--- src/rtl/ir_pulse_rx.sv ---
`timescale 1ns/1ps
module ir_pulse_rx #(
  parameter int WIN_W = 8,
  parameter int CNT_W = 14,
  parameter int FT_W  = 10
) (
  input  logic                 clk,
  input  logic                 rst_n,
  input  logic [4:0]           ctrl_i,
  input  logic [4*WIN_W-1:0]   ldr_win_i,
  input  logic [16*WIN_W-1:0]  sym_win_i,
  input  logic [FT_W-1:0]      ft_min_i,
  input  logic [4:0]           min_len_i,
  input  logic [5:0]           max_len_i,
  input  logic                 ir_i,
  input  logic                 rd_lo_i,
  input  logic                 rd_hi_i,
  input  logic                 vld_clr_i,
  output logic [31:0]          data_lo_o,
  output logic [31:0]          data_hi_o,
  output logic [6:0]           len_o,
  output logic                 valid_o,
  output logic                 done_o
);
  localparam int PW    = CNT_W + 1;
  localparam int AW    = (PW > WIN_W + 4) ? PW : WIN_W + 4;
  localparam int XW    = ((AW > FT_W + 3) ? AW : FT_W + 3) + 1;
  localparam int SYM_N = 4;
  localparam int WINB  = 4 * WIN_W;
  localparam logic [5:0] LEN_CAP = 6'd48;
  localparam logic [6:0] BIT_CAP = 7'd64;

  typedef enum logic [1:0] {S_IDLE, S_MARK, S_SPACE, S_SYNC} st_t;

  st_t              st_q;
  logic             sy1_q, sy2_q;
  logic [CNT_W-1:0] mark_q, space_q;
  logic             first_q;
  logic [6:0]       nbits_q;
  logic [63:0]      sh_q, data_q;
  logic [6:0]       len_q;
  logic             valid_q, lock_q, seen_lo_q, seen_hi_q, done_q;

  wire en       = ctrl_i[0];
  wire ldr_en   = ctrl_i[1];
  wire ctrl_off = (ctrl_i == 5'd0);
  wire line     = sy2_q ^ ctrl_i[2];

  wire [CNT_W-1:0] mark_inc  = (&mark_q)  ? mark_q  : mark_q + 1'b1;
  wire [CNT_W-1:0] space_inc = (&space_q) ? space_q : space_q + 1'b1;
  wire [PW-1:0]    period    = {1'b0, mark_q} + {1'b0, space_q};
  wire [XW-1:0]    w_x       = XW'(mark_q);
  wire [XW-1:0]    pd_x      = XW'(period);
  wire [XW-1:0]    ft_thr    = XW'(ft_min_i) << 3;
  wire             ft_hit    = XW'(space_q) >= ft_thr;

  wire [WIN_W-1:0] l_wmn = ldr_win_i[0*WIN_W +: WIN_W];
  wire [WIN_W-1:0] l_wmx = ldr_win_i[1*WIN_W +: WIN_W];
  wire [WIN_W-1:0] l_pmn = ldr_win_i[2*WIN_W +: WIN_W];
  wire [WIN_W-1:0] l_pmx = ldr_win_i[3*WIN_W +: WIN_W];
  wire ldr_ok = (w_x  >= (XW'(l_wmn) << 4)) && (w_x  <= (XW'(l_wmx) << 4)) &&
                (pd_x >= (XW'(l_pmn) << 4)) && (pd_x <= (XW'(l_pmx) << 4));

  logic [SYM_N-1:0] hit;
  for (genvar k = 0; k < SYM_N; k++) begin : g_sym
    wire [WIN_W-1:0] wmn = sym_win_i[k*WINB + 0*WIN_W +: WIN_W];
    wire [WIN_W-1:0] wmx = sym_win_i[k*WINB + 1*WIN_W +: WIN_W];
    wire [WIN_W-1:0] pmn = sym_win_i[k*WINB + 2*WIN_W +: WIN_W];
    wire [WIN_W-1:0] pmx = sym_win_i[k*WINB + 3*WIN_W +: WIN_W];
    assign hit[k] = (w_x  >= XW'(wmn)) && (w_x <= XW'(wmx)) &&
                    (pd_x >= (XW'(pmn) << 1)) && (pd_x <= (XW'(pmx) << 1));
  end

  wire any_hit = |hit;
  wire raw_bit = !hit[0] && (hit[1] || (!hit[2] && hit[3]));
  wire bit_val = raw_bit ^ ctrl_i[4];
  wire [63:0] sh_next = ctrl_i[3] ? {sh_q[62:0], bit_val}
                                  : (sh_q | (64'(bit_val) << nbits_q[5:0]));

  wire [4:0] min_eff = {min_len_i[4:1], 1'b0};
  wire [5:0] max_eff = (max_len_i > LEN_CAP) ? LEN_CAP : {max_len_i[5:1], 1'b0};
  wire len_ok   = (nbits_q != 7'd0) && (nbits_q >= 7'(min_eff)) && (nbits_q <= 7'(max_eff));
  wire frame_ok = en && (st_q == S_SPACE) && !line && ft_hit &&
                  !(first_q && ldr_en) && len_ok;

  always_ff @(posedge clk or negedge rst_n) begin
    if (!rst_n) begin
      sy1_q <= 1'b0;
      sy2_q <= 1'b0;
    end else begin
      sy1_q <= ir_i;
      sy2_q <= sy1_q;
    end
  end

  always_ff @(posedge clk or negedge rst_n) begin
    if (!rst_n) begin
      st_q    <= S_IDLE;
      mark_q  <= '0;
      space_q <= '0;
      first_q <= 1'b1;
      nbits_q <= '0;
      sh_q    <= '0;
    end else if (!en) begin
      st_q    <= S_IDLE;
      mark_q  <= '0;
      space_q <= '0;
      first_q <= 1'b1;
      nbits_q <= '0;
      sh_q    <= '0;
    end else begin
      case (st_q)
        S_IDLE: if (line) begin
          st_q    <= S_MARK;
          mark_q  <= CNT_W'(1);
          space_q <= '0;
          first_q <= 1'b1;
          nbits_q <= '0;
          sh_q    <= '0;
        end
        S_MARK: if (line) mark_q <= mark_inc;
                else begin
                  st_q    <= S_SPACE;
                  space_q <= CNT_W'(1);
                end
        S_SPACE: if (line) begin
          if (first_q && ldr_en) begin
            if (ldr_ok) begin
              first_q <= 1'b0;
              st_q    <= S_MARK;
              mark_q  <= CNT_W'(1);
              space_q <= '0;
            end else begin
              st_q    <= S_SYNC;
              space_q <= '0;
            end
          end else if (any_hit && nbits_q != BIT_CAP) begin
            sh_q    <= sh_next;
            nbits_q <= nbits_q + 1'b1;
            first_q <= 1'b0;
            st_q    <= S_MARK;
            mark_q  <= CNT_W'(1);
            space_q <= '0;
          end else begin
            st_q    <= S_SYNC;
            space_q <= '0;
          end
        end else if (ft_hit) st_q <= S_IDLE;
        else space_q <= space_inc;
        S_SYNC: if (line) space_q <= '0;
                else if (ft_hit) st_q <= S_IDLE;
                else space_q <= space_inc;
        default: st_q <= S_IDLE;
      endcase
    end
  end

  always_ff @(posedge clk or negedge rst_n) begin
    if (!rst_n) begin
      data_q <= '0; len_q <= '0; valid_q <= 1'b0; lock_q <= 1'b0;
      seen_lo_q <= 1'b0; seen_hi_q <= 1'b0; done_q <= 1'b0;
    end else if (ctrl_off) begin
      data_q <= '0; len_q <= '0; valid_q <= 1'b0; lock_q <= 1'b0;
      seen_lo_q <= 1'b0; seen_hi_q <= 1'b0; done_q <= 1'b0;
    end else begin
      done_q <= 1'b0;
      if (frame_ok && !lock_q) begin
        data_q    <= sh_q;
        len_q     <= nbits_q;
        valid_q   <= 1'b1;
        lock_q    <= 1'b1;
        seen_lo_q <= 1'b0;
        seen_hi_q <= 1'b0;
        done_q    <= 1'b1;
      end else begin
        if (vld_clr_i) valid_q <= 1'b0;
        if (lock_q) begin
          if ((seen_lo_q | rd_lo_i) && (seen_hi_q | rd_hi_i)) begin
            lock_q    <= 1'b0;
            seen_lo_q <= 1'b0;
            seen_hi_q <= 1'b0;
          end else begin
            seen_lo_q <= seen_lo_q | rd_lo_i;
            seen_hi_q <= seen_hi_q | rd_hi_i;
          end
        end
      end
    end
  end

  assign data_lo_o = data_q[31:0];
  assign data_hi_o = data_q[63:32];
  assign len_o     = len_q;
  assign valid_o   = valid_q;
  assign done_o    = done_q;
endmodule

--- config.mk ---
export PLATFORM = sky130hd
export DESIGN_NAME = ir_pulse_rx
export DESIGN_NICKNAME = d
export VERILOG_FILES = /design/src/rtl/ir_pulse_rx.sv
export SDC_FILE = /design/constraint.sdc
export NUM_CORES = 1
export LEC_CHECK = 0
export ABC_CLOCK_PERIOD_IN_PS = 4900
export BUFFER_PORTS_ARGS = -buffer_cell sky130_fd_sc_hd__buf_2
export CAP_MARGIN = 20
export CORE_MARGIN = 4
export CORE_UTILIZATION = 53
export CTS_BUF_LIST = sky130_fd_sc_hd__clkbuf_4
export DETAILED_ROUTE_END_ITERATION = 8
export PLACE_DENSITY = 0.87
export SYNTH_ARGS = -nofsm -noshare
export SYNTH_HDL_FRONTEND = slang
export SYNTH_SLANG_ARGS = --single-unit
--- constraint.sdc ---
create_clock -name clk -period 4.9 [get_ports clk]
set_input_delay 0.245 -clock clk [delete_from_list [all_inputs] [get_ports clk]]
set_output_delay 0.245 -clock clk [all_outputs]
set_load 0.05 [all_outputs]
---- After elaboration in Yosys (flattened, before gate mapping) ----
Cells that the tools add are included.
storage, ports and cells
  input port bits ......................... 192
  output and inout port bits .............. 73
  logic and storage cells ................. 184
  flip-flop bits (word level) ............. 180
operators by class
  $add $sub $neg .......................... 4
  shift-type cells ........................ 1
  $lt $le $gt $ge ......................... 24
  reductions and logical operators ........ 49
  multiplexer cells ....................... 68
  bitwise gates (word level) .............. 5
  equal/unequal tests ..................... 18
operator list
  cell                     number
  $mux W64                 8
  $mux W14                 14
  $pmux W64 S2             1
  $pmux W14 S3             2
  $or A64 B64 Y64          1
  $shl A1 B6 Y64           1
  $ge A15 B9 Y1            4
  $le A15 B9 Y1            4
  $ge A14 B8 Y1            4
  $le A14 B8 Y1            4
  $mux W7                  7
  $add A14 B1 Y14 const B  2
  $logic_and A1 B1 Y1      28
  $reduce_and A14 Y1       2
  $mux W1                  23
  $ne A3 B3 Y1 const B     7
  $mux W2                  9
  $add A14 B14 Y15         1
  $ge A15 B12 Y1           1
  $le A15 B12 Y1           1
  $ge A14 B12 Y1           1
  $ge A14 B13 Y1           1
  $le A14 B12 Y1           1
  $pmux W7 S2              1
  other kinds (30)         41

---- Logic depth before layout (Yosys ltp) ----
Gate-level depths: netlist (run 1).
  depth after elaboration ................. 17
  depth in mapped cells ................... 21
  gate-level depth less buffers ........... 20

---- Worst setup path before layout (run 1) ----
Ideal clock, no wire load.
  path kind ............................... reg-to-reg
  from .................................... register mark_q[1]
  to ...................................... register sh_q[36]
  setup slack ............................. 0.202 ns
  data arrival time ....................... 4.587 ns
  path buffers ............................ 1
  setup time .............................. 0.111 ns
  required time ........................... 4.789 ns
  stages on the path, launching flop included .. 21
  cell sequence ........................... dfrtp_1 inv_1 fa_1 nand2b_1 a21oi_1 nor3_1 o21bai_1 a21oi_1 xnor2_1 ha_1 nand4_1 or4_1 o21ai_0 a31oi_1 a211oi_1 o211a_1 o211ai_2 nor3_2 buf_2 nor3_1 a2111oi_2
on the way
  longest elaborated chain between the ends .. 17
ends and longest elaborated chain
  what                                                         line    source
  start, declared                                              37      logic [CNT_W-1:0] mark_q, space_q;
  start signal, assigned                                       121     S_MARK: if (line) mark_q <= mark_inc;
  $add A14 B14 Y15 (tied with other cells)                     51      wire [PW-1:0] period = {1'b0, mark_q} + {1'b0, space_q};
  $ge A15 B9 Y1 / $logic_and A1 B1 Y1 (equally long branches)  71, 70
  $logic_and A1 B1 Y1                                          70      assign hit[k] = (w_x >= XW'(wmn)) && (w_x <= XW'(wmx)) &&
  $logic_and A1 B1 Y1                                          71      (pd_x >= (XW'(pmn) << 1)) && (pd_x <= (XW'(pmx) << 1));
  $logic_not A1 Y1                                             75      wire raw_bit = !hit[0] && (hit[1] || (!hit[2] && hit[3]));
  $logic_and A1 B1 Y1                                          75
  $logic_or A1 B1 Y1                                           75
  $logic_and A1 B1 Y1                                          75
  $xor A1 B1 Y1                                                76      wire bit_val = raw_bit ^ ctrl_i[4];
  $shl A1 B6 Y64                                               78      : (sh_q | (64'(bit_val) << nbits_q[5:0]));
  $or A64 B64 Y64                                              78
  $mux W64                                                     77      wire [63:0] sh_next = ctrl_i[3] ? {sh_q[62:0], bit_val}
  $mux W64                                                     137     end else if (any_hit && nbits_q != BIT_CAP) begin
  $mux W64                                                     127     if (first_q && ldr_en) begin
  $mux W64                                                     126     S_SPACE: if (line) begin
  $pmux W64 S2                                                 112     case (st_q)
  $mux W64                                                     104     end else if (!en) begin
  end signal, assigned                                         138     sh_q <= sh_next;
  end, declared                                                40      logic [63:0] sh_q, data_q;
Several ways; a longest one is shown, not always the timed one. The select of a mux whose other input is x is not followed.
A chain may end at the register's enable or synchronous reset.

---- Worst setup path after layout (run 1) ----
  from .................................... register space_q[0]
  to ...................................... register sh_q[12]
on the way
  longest elaborated chain between the ends .. 17
ends and longest elaborated chain
  what                    line  source
  start, declared         37
  start signal, assigned  149   else space_q <= space_inc;
  start signal, assigned  152   else space_q <= space_inc;
  $add A14 B14 Y15 *      51
  $ge A15 B9 Y1           71
  $logic_and A1 B1 Y1     70
  $logic_and A1 B1 Y1     71
  $logic_not A1 Y1        75
  $logic_and A1 B1 Y1     75
  $logic_or A1 B1 Y1      75
  $logic_and A1 B1 Y1     75
  $xor A1 B1 Y1           76
  $shl A1 B6 Y64          78
  $or A64 B64 Y64         78
  $mux W64                77
  $mux W64                137
  $mux W64                127
  $mux W64                126
  $pmux W64 S2            112
  $mux W64                104
Every way passes the cells marked *; elsewhere a longest branch is shown, timed or not. The select of a mux whose other input is x is not followed.

==> results.py, run 1 <==
metrics = {
    "critical_path": {
        "crit_path_end_kind": "register",
        "start_kind": "register",
        "required_ns": 5.40,
        "cp.arrival_ns": 5.29,
        "crit_fanout": 10,
        "path_class": "register to register",
    },
    "placed_design": {
        "portBuffers": 262,
        "dp_slack_ns": -0.0814,
        "place_congestion": 0.938,
        "dpl.cell_count": 2340,
        "detailed_place_hpwl_mm": 32.6,
        "dpl_cell_area_sq_mm": 0.0164,
    },
    "clock_tree": {
        "numCtsBuffers": 17,
        "htree_levels": 4,
        "clock_path_buffers": 2,
        "cts_tree": "yes",
        "cts_root_buffer": "clkbuf_4",
        "worst_skew_pair.late_latency_ns": 0.60,
        "clk_pin_slew_ns": 0.18,
        "cts.sinks": 180,
    },
    "yosys": {
        "netlist_area_sq_mm": 0.0146,
        "ys_seq_elements": 180,
        "ys.flop_type": "dfrtp_1",
        "ys_async_sr_fraction_pct": 100,
        "synth.yosys.seq_area_share_pct": 30.9,
        "synthDistinctLibCells": 77,
        "post_synth.cell_area_avg_sq_um": 8.22,
        "postSynthCellCount": 1773,
        "synth_nets": 2169,
        "yosys_warnings": 0,
        "synth_edf_count": 0,
    },
    "power": {
        "cellPowerDensity_mw_per_mm2": 238,
        "p_leak_nw": 9.22,
        "ir_drop_mv": 0.163,
        "total_power_mw": 4.06,
    },
    "route": {
        "wl_per_cell_um": 18.5,
        "drtAntennaViolNets": 0,
        "dr.pass1.iters": 6,
        "vias": 15000,
        "drc": 0,
        "via_per_inst": 6.26,
        "drt_iter0_drc": 1570,
        "drt_wl_total_mm": 44.3,
    },
    "layout": {
        "stdcell_area_sq_mm": 0.0171,
        "fin_nets": 2428,
        "n_fill_cell": 2241,
        "regArea_sq_mm": 0.00451,
        "drive_gt1_share_pct": 19.5,
        "utilization_pct": 63.1,
        "final_cell_count_no_fill": 2390,
        "multi_input_area_sq_mm": 0.00913,
        "area_growth_pct": 17.1,
    },
    "timing": {
        "tightest_slew_ns": 1.10,
        "finClkSkew_ns": 0.0331,
        "drv_slew": 0,
        "setup_viol": 0,
        "slew_headroom_pct": 26.5,
        "rsz0062_at_grt": "true",
        "hold_viol": 0,
        "fin_crit_sh_pct": 97.7,
        "post-route-min-period_ns": 4.79,
        "timing.fmax_ghz": 0.209,
        "setup_ws_ns": 0.112,
    },
    "floorplan": {
        "die_y_um": 174,
        "die-area_sq_mm": 0.0302,
        "ios": 265,
        "die_x_um": 174,
        "fp-row-count": 60,
        "core_sq_mm": 0.0270,
        "start_util_pct": 53.9,
    },
    "global_routing": {
        "grt_pass1_vias": 14700,
        "overflow": 0,
        "grt_max_degree": 79,
        "track_usage_pct": 28.1,
        "grt_pass1_wl_mm": 71.6,
        "antenna_found_initial": 4,
    },
    "min_path": {
        "min_path_type": "primary input to register",
    },
    "outcome": {
        "status": "finished, final reports clean",
    },
    "flow_run": {
        "maxCapViolCount": 0,
    },
}
placed cells by master (no fill, tap or decap), drive strengths merged, types with 5 or more instances in the layout:
cell type	n
buf	325
nand2	203
ha	203
inv	192
dfrtp	179
o21ai	141
nand3	110
nor2	103
a211oi	58
a21oi	49
a311oi	41
o31ai	35
nor3	32
or3	28
nand2b	28
nand4	26
and2	20
o21a	20
and3	20
o2bb2ai	18
clkbuf	18
a31oi	16
nor2b	14
xnor2	14
a21o	12
o211ai	11
a221oi	9
nor3b	8
a211o	8
a2111oi	8
o22ai	7
o21bai	6
and4	6
dlygate4sd3	6
or2	6
clkinv	6
o211a	5
through the flow:
step | setup TNS, ns | hold WS (ns)
after floorplan | 0 | -0.0506
after global placement | 0 | 0.323
after detailed placement | -0.248 | 0.326
after CTS | 0 | 0.0196
after global routing | -0.982 | 0.0186
final | 0 | 0.0346
kinds of logic (layout without fill, tap and decap cells):
logic type	count (synthesis)	count (layout)	share of synthesized area (%)
flip-flops	180	180	30.9
buffers and inverters	277	549	7.33
multiplexers	3	3	0.215
other	0	4	0
adder cells (fa/ha/maj)	204	204	17.6
XOR/XNOR	17	17	1.15
AO/OA/AOI/OAI	474	474	22.3
AND/OR/NAND/NOR	618	618	20.5
cell usage after synthesis (all sizes together), types with 7 or more instances:
| library cell | count | area [sq um] |
|---|---|---|
| inv | 183 | 687 |
| nor2b | 14 | 87.6 |
| or3 | 28 | 175 |
| clkbuf | 64 | 240 |
| nor3b | 8 | 60.1 |
| a21o | 12 | 90.1 |
| a2111oi | 8 | 82.6 |
| nor3 | 32 | 165 |
| nand4 | 26 | 169 |
| dfrtp | 179 | 4480 |
| a31oi | 16 | 100 |
| o22ai | 7 | 43.8 |
| a221oi | 9 | 78.8 |
| ha | 203 | 2540 |
| and3 | 20 | 125 |
| o2bb2ai | 18 | 158 |
| a311oi | 41 | 359 |
| nand2b | 28 | 175 |
| a21oi | 49 | 245 |
| xnor2 | 14 | 123 |
| a211o | 8 | 70.1 |
| o31ai | 35 | 277 |
| buf | 28 | 134 |
| o21a | 20 | 150 |
| o21ai | 141 | 706 |
| nand3 | 110 | 551 |
| nand2 | 203 | 762 |
| a211oi | 58 | 435 |
| and2 | 20 | 125 |
| o211ai | 11 | 87.6 |
| nor2 | 103 | 387 |
routing by layer:
metal  GRT usage (%)  part of all wire, %  vias up
met2            46.9                   48      769
li1                -                    -     6949
met1            35.7                   40     7070
met5               0                0.045        -
met4            12.2                  4.1        2
met3            5.23                  8.0      164
power by group:
| part | internal, mW | total, mW | switching [mW] |
|---|---|---|---|
| clock | 0.287 | 0.913 | 0.626 |
| combinational | 0.556 | 1.36 | 0.809 |
| sequential | 1.61 | 1.78 | 0.168 |
sequential cells by signal, indices dropped and copies added (netlist names), 2 cells and up:
| signal | cells |
|---|---|
| sh_q | 64 |
| len_o | 7 |
| space_q | 14 |
| data_q | 64 |
| st_q | 2 |
| nbits_q | 7 |
| mark_q | 14 |
worst paths after layout:
kind | startpoint | endpoint | slack, ns | cells past startpoint
max in group asynchronous | rst_n | sh_q[20]$_DFFE_PN0P_ | 3.50 | 3
worst min register to register | sy1_q$_DFF_PN0_ | sy2_q$_DFF_PN0_ | 0.38 | 0
worst max-delay path | space_q[0]$_DFFE_PN0P_ | sh_q[12]$_DFFE_PN0P_ | 0.11 | 21
worst min-delay path | ctrl_i[0] | first_q$_DFFE_PN1P_ | 0.03 | 2
min in group asynchronous | rst_n | len_o[6]$_DFFE_PN0P_ | 0.22 | 2
worst max register to register | space_q[0]$_DFFE_PN0P_ | sh_q[12]$_DFFE_PN0P_ | 0.11 | 21
worst max-delay path, stage by stage, from the launching register on:
cell,delay (ns)
dfrtp_1,0.40
ha_2,0.19
inv_1,0.05
fa_2,0.35
nand2b_4,0.17
a21oi_4,0.15
nor3_2,0.07
buf_4,0.14
xnor2_1,0.14
buf_4,0.20
ha_1,0.20
a211o_1,0.28
a2111oi_0,0.51
o31ai_1,0.24
o211a_1,0.32
o211a_4,0.29
xor2_4,0.16
buf_12,0.15
buf_4,0.14
clkbuf_16,0.16
a311oi_1,0.31
a211oi_1,0.07
area by class of cell:
cell class,instances,share of cell area [%]
antenna,4,0.0587
clock buffer,17,0.748
clock inverter,15,1.08
inverter,185,4.07
multi-input combinational,1316,53.5
sequential,180,26.4
tap,341,2.50
timing repair buffer,332,11.6
what timing repair did:
item | CTS | global route
pin swaps | 1 | 11
resized for setup | 6 | 23
endpoints found under the hold margin | 81 | 0
buffers inserted | 0 | 6
setup endpoints to repair | 39 | 82
hold buffers | 6 | 0
gates cloned | 0 | 1
(Power assumes the default switching activity.)
==> run 2, diff against run 1 <==
- ABC_AREA: not set -> 1
==> run 2 against run 1 <==
Final area fell by 1.5%. Clock skew fell by 0.017 ns. Die area about the same. Worst hold slack improved by 0.054 ns. Synthesized cell count up 13%. Clock power is essentially flat.
==> results.py, run 2 <==
metrics = {
    "outcome": {
        "status": "finished, final reports clean",
    },
    "global_routing": {
        "grtUsageMet1_pct": 36.0,
        "grt_pass1_wl_mm": 69.3,
        "grt_use_met3_pct": 5.76,
        "overflow": 0,
        "grtUsageMet2_pct": 44.9,
        "grt_max_degree": 82,
        "busiest_layer": "met2",
        "antenna_found_initial": 7,
        "track_usage_pct": 27.3,
        "grt_pass1_vias": 14500,
    },
    "layout": {
        "layout_commonest_cell": "inv_1",
        "layout_common_cells": "inv_1 (445), nand2_1 (335), buf_2 (262), ha_1 (203), a21oi_1 (179)",
        "reg_top3": "data_q x64, sh_q x64",
        "final_cell_count_no_fill": 2622,
        "fin_nets": 2660,
        "n_fill_cell": 2336,
        "drive_gt1_share_pct": 17.0,
        "stdcell_area_sq_mm": 0.0168,
        "area_growth_pct": 15.3,
    },
    "clock_tree": {
        "cts_tree": "yes",
        "clock_path_buffers": 2,
        "htree_levels": 4,
        "cts_root_buffer": "clkbuf_4",
        "numCtsBuffers": 17,
        "worst_skew_pair.late_latency_ns": 0.58,
        "clk_pin_slew_ns": 0.14,
        "cts.sinks": 180,
    },
    "timing": {
        "hold_ws_ns": 0.0885,
        "hold_viol": 0,
        "slew_headroom_pct": 34.1,
        "finClkSkew_ns": 0.0158,
        "tightest_slew_ns": 0.980,
        "drv_slew": 0,
        "fin_crit_sh_pct": 93.3,
        "timing.fmax_ghz": 0.219,
        "setup_ws_ns": 0.327,
        "setup_viol": 0,
        "post-route-min-period_ns": 4.57,
    },
    "power": {
        "clkPwrFrac_pct": 16.9,
        "ir_drop_mv": 0.362,
        "switching_share_pct": 44.9,
        "p_leak_nw": 9.50,
        "cellPowerDensity_mw_per_mm2": 323,
        "combPwrFrac_pct": 45.6,
        "internal_power_mw": 2.99,
        "pwr-share-seq_pct": 37.6,
        "p_switching_mw": 2.44,
    },
    "critical_path": {
        "r2r_cells": 30,
        "cp.arrival_ns": 5.05,
        "cp_top_family": "simple AND/OR/NAND/NOR gates",
        "path_class": "register to register",
        "path_common_cell": "nand2_1",
        "worst-path-buf-inv": 6,
        "crit_path_end_kind": "register",
        "start_kind": "register",
        "critPathSlowestCell": "dfrtp_2",
        "required_ns": 5.37,
        "crit_fanout": 28,
        "slowest_delay_ns": 0.45,
        "crit_cells": 30,
    },
    "placed_design": {
        "dpl_cell_area_sq_mm": 0.0163,
        "detailed_place_hpwl_mm": 31.8,
        "dp_slack_ns": 0.0419,
        "dpl.cell_count": 2577,
        "portBuffers": 263,
        "place_congestion": 0.928,
    },
    "yosys": {
        "ys_seq_elements": 180,
        "postSynthCellCount": 2010,
        "yosys.area.top_type": "dfrtp_1",
        "synthDominantCellAreaShare_pct": 30.7,
        "synth_nets": 2406,
        "netlist_area_sq_mm": 0.0146,
        "synthDistinctLibCells": 57,
        "ys.flop_type": "dfrtp_1",
        "netlist_top_cells_count": "inv_1 (445), nand2_1 (335), ha_1 (203)",
        "synth.most_common_cell": "inv_1",
        "post_synth.cell_area_avg_sq_um": 7.25,
        "yosys_warnings": 0,
        "synth_edf_count": 0,
        "ys_async_sr_fraction_pct": 100,
        "synth.yosys.seq_area_share_pct": 30.9,
        "netlist_top_cells_area": "dfrtp_1 (31%), ha_1 (17%), inv_1 (11%)",
    },
    "route": {
        "dr.pass1.iters": 6,
        "drc": 0,
        "drtAntennaViolNets": 0,
        "via_per_inst": 5.66,
        "wl_per_cell_um": 16.3,
        "vias": 14800,
        "drt_iter0_drc": 1325,
        "drt_wl_total_mm": 42.7,
    },
    "floorplan": {
        "fp-row-count": 60,
        "die-area_sq_mm": 0.0302,
        "core_sq_mm": 0.0270,
        "die_x_um": 174,
        "ios": 265,
        "die_y_um": 174,
        "start_util_pct": 54.0,
    },
    "min_path": {
        "min_path_type": "primary input to register",
        "hold-path-cell-count": 3,
    },
    "flow_run": {
        "maxCapViolCount": 0,
    },
}
==> run 2: cell types whose count changed in the layout (fill, tap and decap cells not counted), moves of 35 or more <==
cell	change
a311oi_1	-40
a211oi_1	-54
inv_1	+263
o22ai_1	+57
nand2_1	+133
o21ai_1	+35
a21oi_1	+133
==> run 2: worst paths after layout <==
check	start	to	slack, ns
max in group asynchronous	rst_n	data_q[17]$_DFFE_PN0P_	3.49
max reg2reg	mark_q[0]$_DFFE_PN0P_	nbits_q[3]$_DFFE_PN0P_	0.33
max	mark_q[0]$_DFFE_PN0P_	nbits_q[3]$_DFFE_PN0P_	0.33
min	ctrl_i[0]	mark_q[9]$_DFFE_PN0P_	0.09
min in group asynchronous	rst_n	data_q[56]$_DFFE_PN0P_	0.25
min reg2reg	sy1_q$_DFF_PN0_	sy2_q$_DFF_PN0_	0.37
==> run 2: metrics by stage <==
step	utilization (%)	power (mW)	setup TNS, ns
floorplan	-	3.70	0
global placement	60.3	4.27	0
detailed placement	60.3	4.40	0
CTS	61.6	5.32	0
global route	62.2	5.79	-0.0327
finish	62.2	5.43	0
==> run 2: kinds of logic (layout without fill, tap and decap cells) <==
| group | after synthesis | after routing | synth area share [%] |
|---|---|---|---|
| xor gates and xnor gates | 13 | 13 | 0.781 |
| buffers and inverters | 523 | 788 | 13.8 |
| AOI/OAI and AO/OA | 445 | 445 | 17.2 |
| other | 0 | 6 | 0 |
| adders and majority gates | 204 | 204 | 17.6 |
| and+or+nand+nor | 645 | 645 | 19.7 |
| DFF | 180 | 180 | 30.9 |
==> run 2: worst min-delay path: stages <==
cell and delay (ns):
buf_2 0.23, nand2_1 0.12, o21ai_1 0.06
==> run 2: per-layer routing <==
layer / wire [um] / vias to the layer above
li1: - / 7069
met1: 17800 / 6948
met2: 20200 / 703
met3: 3430 / 118
met4: 1170 / 4
met5: 28 / -
==> run 2: timing repair <==
action                                 4_1_cts  5_1_grt
resized for setup                            0       23
endpoints found under the hold margin       82        0
setup endpoints to repair                    0       71
setup buffers                                0        2
hold buffers                                 5        0
==> run 2: area by class of cell <==
type                    instances  area (sq um)  area share, %
multi-input cells            1307          8130           48.4
flip-flops and latches        180          4510           26.8
inverters                     455          1720           10.2
repair buffers                302          1690           10.1
well taps                     341           427           2.54
clock inverters                13           184           1.09
clock buffers                  17           128          0.759
diodes                          6          15.0         0.0893
repair inverters                1          8.76         0.0521
==> run 2: power by group through the flow <==
stage | sequential (mW) | combinational, mW | clock (mW)
after floorplan | 2.38 | 1.31 | 0
after global placement | 2.04 | 2.23 | 0
after detailed placement | 2.06 | 2.34 | 0
after CTS | 2.03 | 2.36 | 0.928
after global routing | 2.08 | 2.72 | 0.994
final | 2.04 | 2.47 | 0.914
==> run 3, diff against run 2 <==
- ABC_CLOCK_PERIOD_IN_PS: 4900 -> 4550
- CELL_PAD_IN_SITES_DETAIL_PLACEMENT: not set -> 1
- CELL_PAD_IN_SITES_GLOBAL_PLACEMENT: not set -> 1
- CORE_UTILIZATION: 53 -> 42
- PLACE_DENSITY: 0.87 -> 0.91
- RECOVER_POWER: not set -> 50
- clock period: 4.9 -> 4.55 ns (I/O delays scaled with it)
==> run 3 against run 2 <==
The run now ends with capacitance limit, slew limit, setup timing left. Global-route usage decreased by 0.92 points. Clock-buffer cell count stayed put. Fmax fell by 3.3%. Die area grew 25%. Core utilization is 11 points lower. Total power up 13%. Routed wire length increased by 35%. Clock power grew 4.7%. Register-to-register slack got worse by 0.51 ns. Flip-flop and latch count is the same. Largest cell class unchanged. Largest power group unchanged. Highest routed layer unchanged.
==> results.py, run 3 (same netlist as run 2, synthesis figures left out) <==
metrics = {
    "outcome": {
        "status": "complete, but fails checks",
        "violations": "capacitance limit, slew limit, setup timing",
    },
    "global_routing": {
        "grt_pass1_wl_mm": 82.4,
        "overflow": 0,
        "antenna_found_initial": 11,
        "track_usage_pct": 26.4,
        "grt_max_degree": 99,
        "grt_pass1_vias": 16200,
    },
    "route": {
        "wl_per_cell_um": 20.8,
        "via_per_inst": 5.72,
        "drt_wl_total_mm": 57.7,
        "vias": 15800,
        "dr.pass1.iters": 6,
        "drt_iter0_drc": 1422,
        "drc": 0,
        "drtAntennaViolNets": 0,
    },
    "clock_tree": {
        "clock_path_buffers": 2,
        "cts_root_buffer": "clkbuf_4",
        "numCtsBuffers": 17,
        "cts.sinks": 180,
        "worst_skew_pair.late_latency_ns": 0.64,
        "clk_pin_slew_ns": 0.18,
        "cts_tree": "yes",
        "htree_levels": 4,
    },
    "power": {
        "total_power_mw": 6.14,
        "ir_drop_mv": 0.302,
        "cellPowerDensity_mw_per_mm2": 353,
        "p_leak_nw": 9.62,
    },
    "timing": {
        "fin_crit_sh_pct": 104,
        "finClkSkew_ns": 0.0267,
        "hold_ws_ns": 0.0100,
        "setup_viol": 46,
        "tightest_slew_ns": 2.66,
        "setup_ws_ns": -0.180,
        "drv_slew": 98,
        "hold_viol": 0,
        "setup_tns_ns": -2.88,
        "rsz0062_at_grt": "true",
        "timing.fmax_ghz": 0.211,
        "slew_headroom_pct": -77.2,
        "post-route-min-period_ns": 4.73,
    },
    "placed_design": {
        "portBuffers": 263,
        "dpl_cell_area_sq_mm": 0.0166,
        "dp_slack_ns": -0.203,
        "place_congestion": 0.896,
        "dpl.cell_count": 2699,
        "detailed_place_hpwl_mm": 39.0,
    },
    "critical_path": {
        "path_common_cell": "nand2_1",
        "required_ns": 5.11,
        "reg2reg_to": "sh_q[40]$_DFFE_PN0P_",
        "crit_path_end_kind": "register",
        "crit_fanout": 25,
        "r2r-start": "mark_q[0]$_DFFE_PN0P_",
        "critPathSlowestCell": "dfrtp_1",
        "slowest_delay_ns": 0.41,
        "start_kind": "register",
        "r2r_setup_slack_ns": -0.18,
        "r2r_cells": 30,
        "path_class": "register to register",
        "cp.arrival_ns": 5.29,
    },
    "min_path": {
        "min_path_type": "primary input to register",
        "hold-path-cell-count": 3,
        "worstHoldStart": "ctrl_i[1]",
        "whs_endpoint": "lock_q$_DFF_PN0_",
    },
    "floorplan": {
        "die_y_um": 194,
        "fp-row-count": 67,
        "die-area_sq_mm": 0.0378,
        "start_util_pct": 43.1,
        "core_sq_mm": 0.0339,
        "ios": 265,
        "die_x_um": 194,
    },
    "layout": {
        "fin_nets": 2696,
        "final_cell_count_no_fill": 2770,
        "n_fill_cell": 4449,
        "layout_commonest_cell": "inv_1",
        "regArea_sq_mm": 0.00451,
        "layout_common_cells": "inv_1 (445), nand2_1 (327), buf_2 (230), ha_1 (202), dfrtp_1 (179)",
        "drive_gt1_share_pct": 18.3,
        "reg_top3": "data_q x64, sh_q x64",
        "stdcell_area_sq_mm": 0.0174,
        "area_growth_pct": 19.3,
        "multi_input_area_sq_mm": 0.00834,
        "utilization_pct": 51.4,
    },
    "flow_run": {
        "maxCapViolCount": 1,
    },
}
## run 3: cell count changes in the layout (fill, tap and decap cells not counted), moves of 5 or more
cell      change
inv_8         +7
nand2_1       -8
buf_2        -32
nor3_1        -7
nand2_2       +6
nor3_2        +7
a21oi_2       +5
a21oi_1       -5
clkbuf_1     +32
buf_4        +32
## run 3: repair_timing
action | CTS | global route
pin swaps | 0 | 18
buffers inserted | 0 | 20
endpoints found under the hold margin | 101 | 0
hold buffers | 6 | 0
cloned | 0 | 4
endpoints found under the setup margin | 83 | 87
gates resized for setup | 6 | 54
## run 3: final cells by class
cell class	instances	area share, %
clock inverter	15	0.921
antenna	9	0.129
sequential	180	25.9
clock buffer	17	0.734
tap	448	3.22
multi-input combinational	1308	48.0
inverter	455	9.85
timing repair buffer	338	11.3
## run 3: worst max-delay path by stage
stage | end | cells after the start | from
4_1_cts | sh_q[56]$_DFFE_PN0P_ | 29 | space_q[0]$_DFFE_PN0P_
5_1_grt | sh_q[63]$_DFFE_PN0P_ | 29 | mark_q[0]$_DFFE_PN0P_
2_1_floorplan | nbits_q[2]$_DFFE_PN0P_ | 25 | mark_q[1]$_DFFE_PN0P_
3_3_place_gp | sh_q[50]$_DFFE_PN0P_ | 28 | mark_q[0]$_DFFE_PN0P_
3_5_place_dp | sh_q[59]$_DFFE_PN0P_ | 25 | space_q[0]$_DFFE_PN0P_
6_report | sh_q[40]$_DFFE_PN0P_ | 30 | mark_q[0]$_DFFE_PN0P_
## run 3: power breakdown
part | internal, mW | switching [mW] | leakage (nW) | total [mW]
sequential | 1.98 | 0.255 | 2.38 | 2.23
combinational | 0.847 | 2.10 | 7.08 | 2.95
clock | 0.257 | 0.700 | 0.160 | 0.957
total | 3.08 | 3.05 | 9.62 | 6.14
## run 3: routing by layer
metal | global-route usage (%) | up-vias | wire length (um)
met4 | 10.2 | 4 | 2650
met3 | 4.36 | 224 | 3910
met2 | 45.7 | 796 | 28500
met5 | 0 | - | 27
li1 | - | 7150 | -
met1 | 33.1 | 7673 | 22600
## run 3: worst max-delay path: cells and delay by family (launching register included)
family                   cells  cell delay (ns)
AO/OA/AOI/OAI                4             0.60
XOR/XNOR                     1             0.20
adder cells (fa/ha/maj)      3             0.78
buffers and inverters        7             0.84
flip-flops                   1             0.41
AND/OR/NAND/NOR             15             1.80
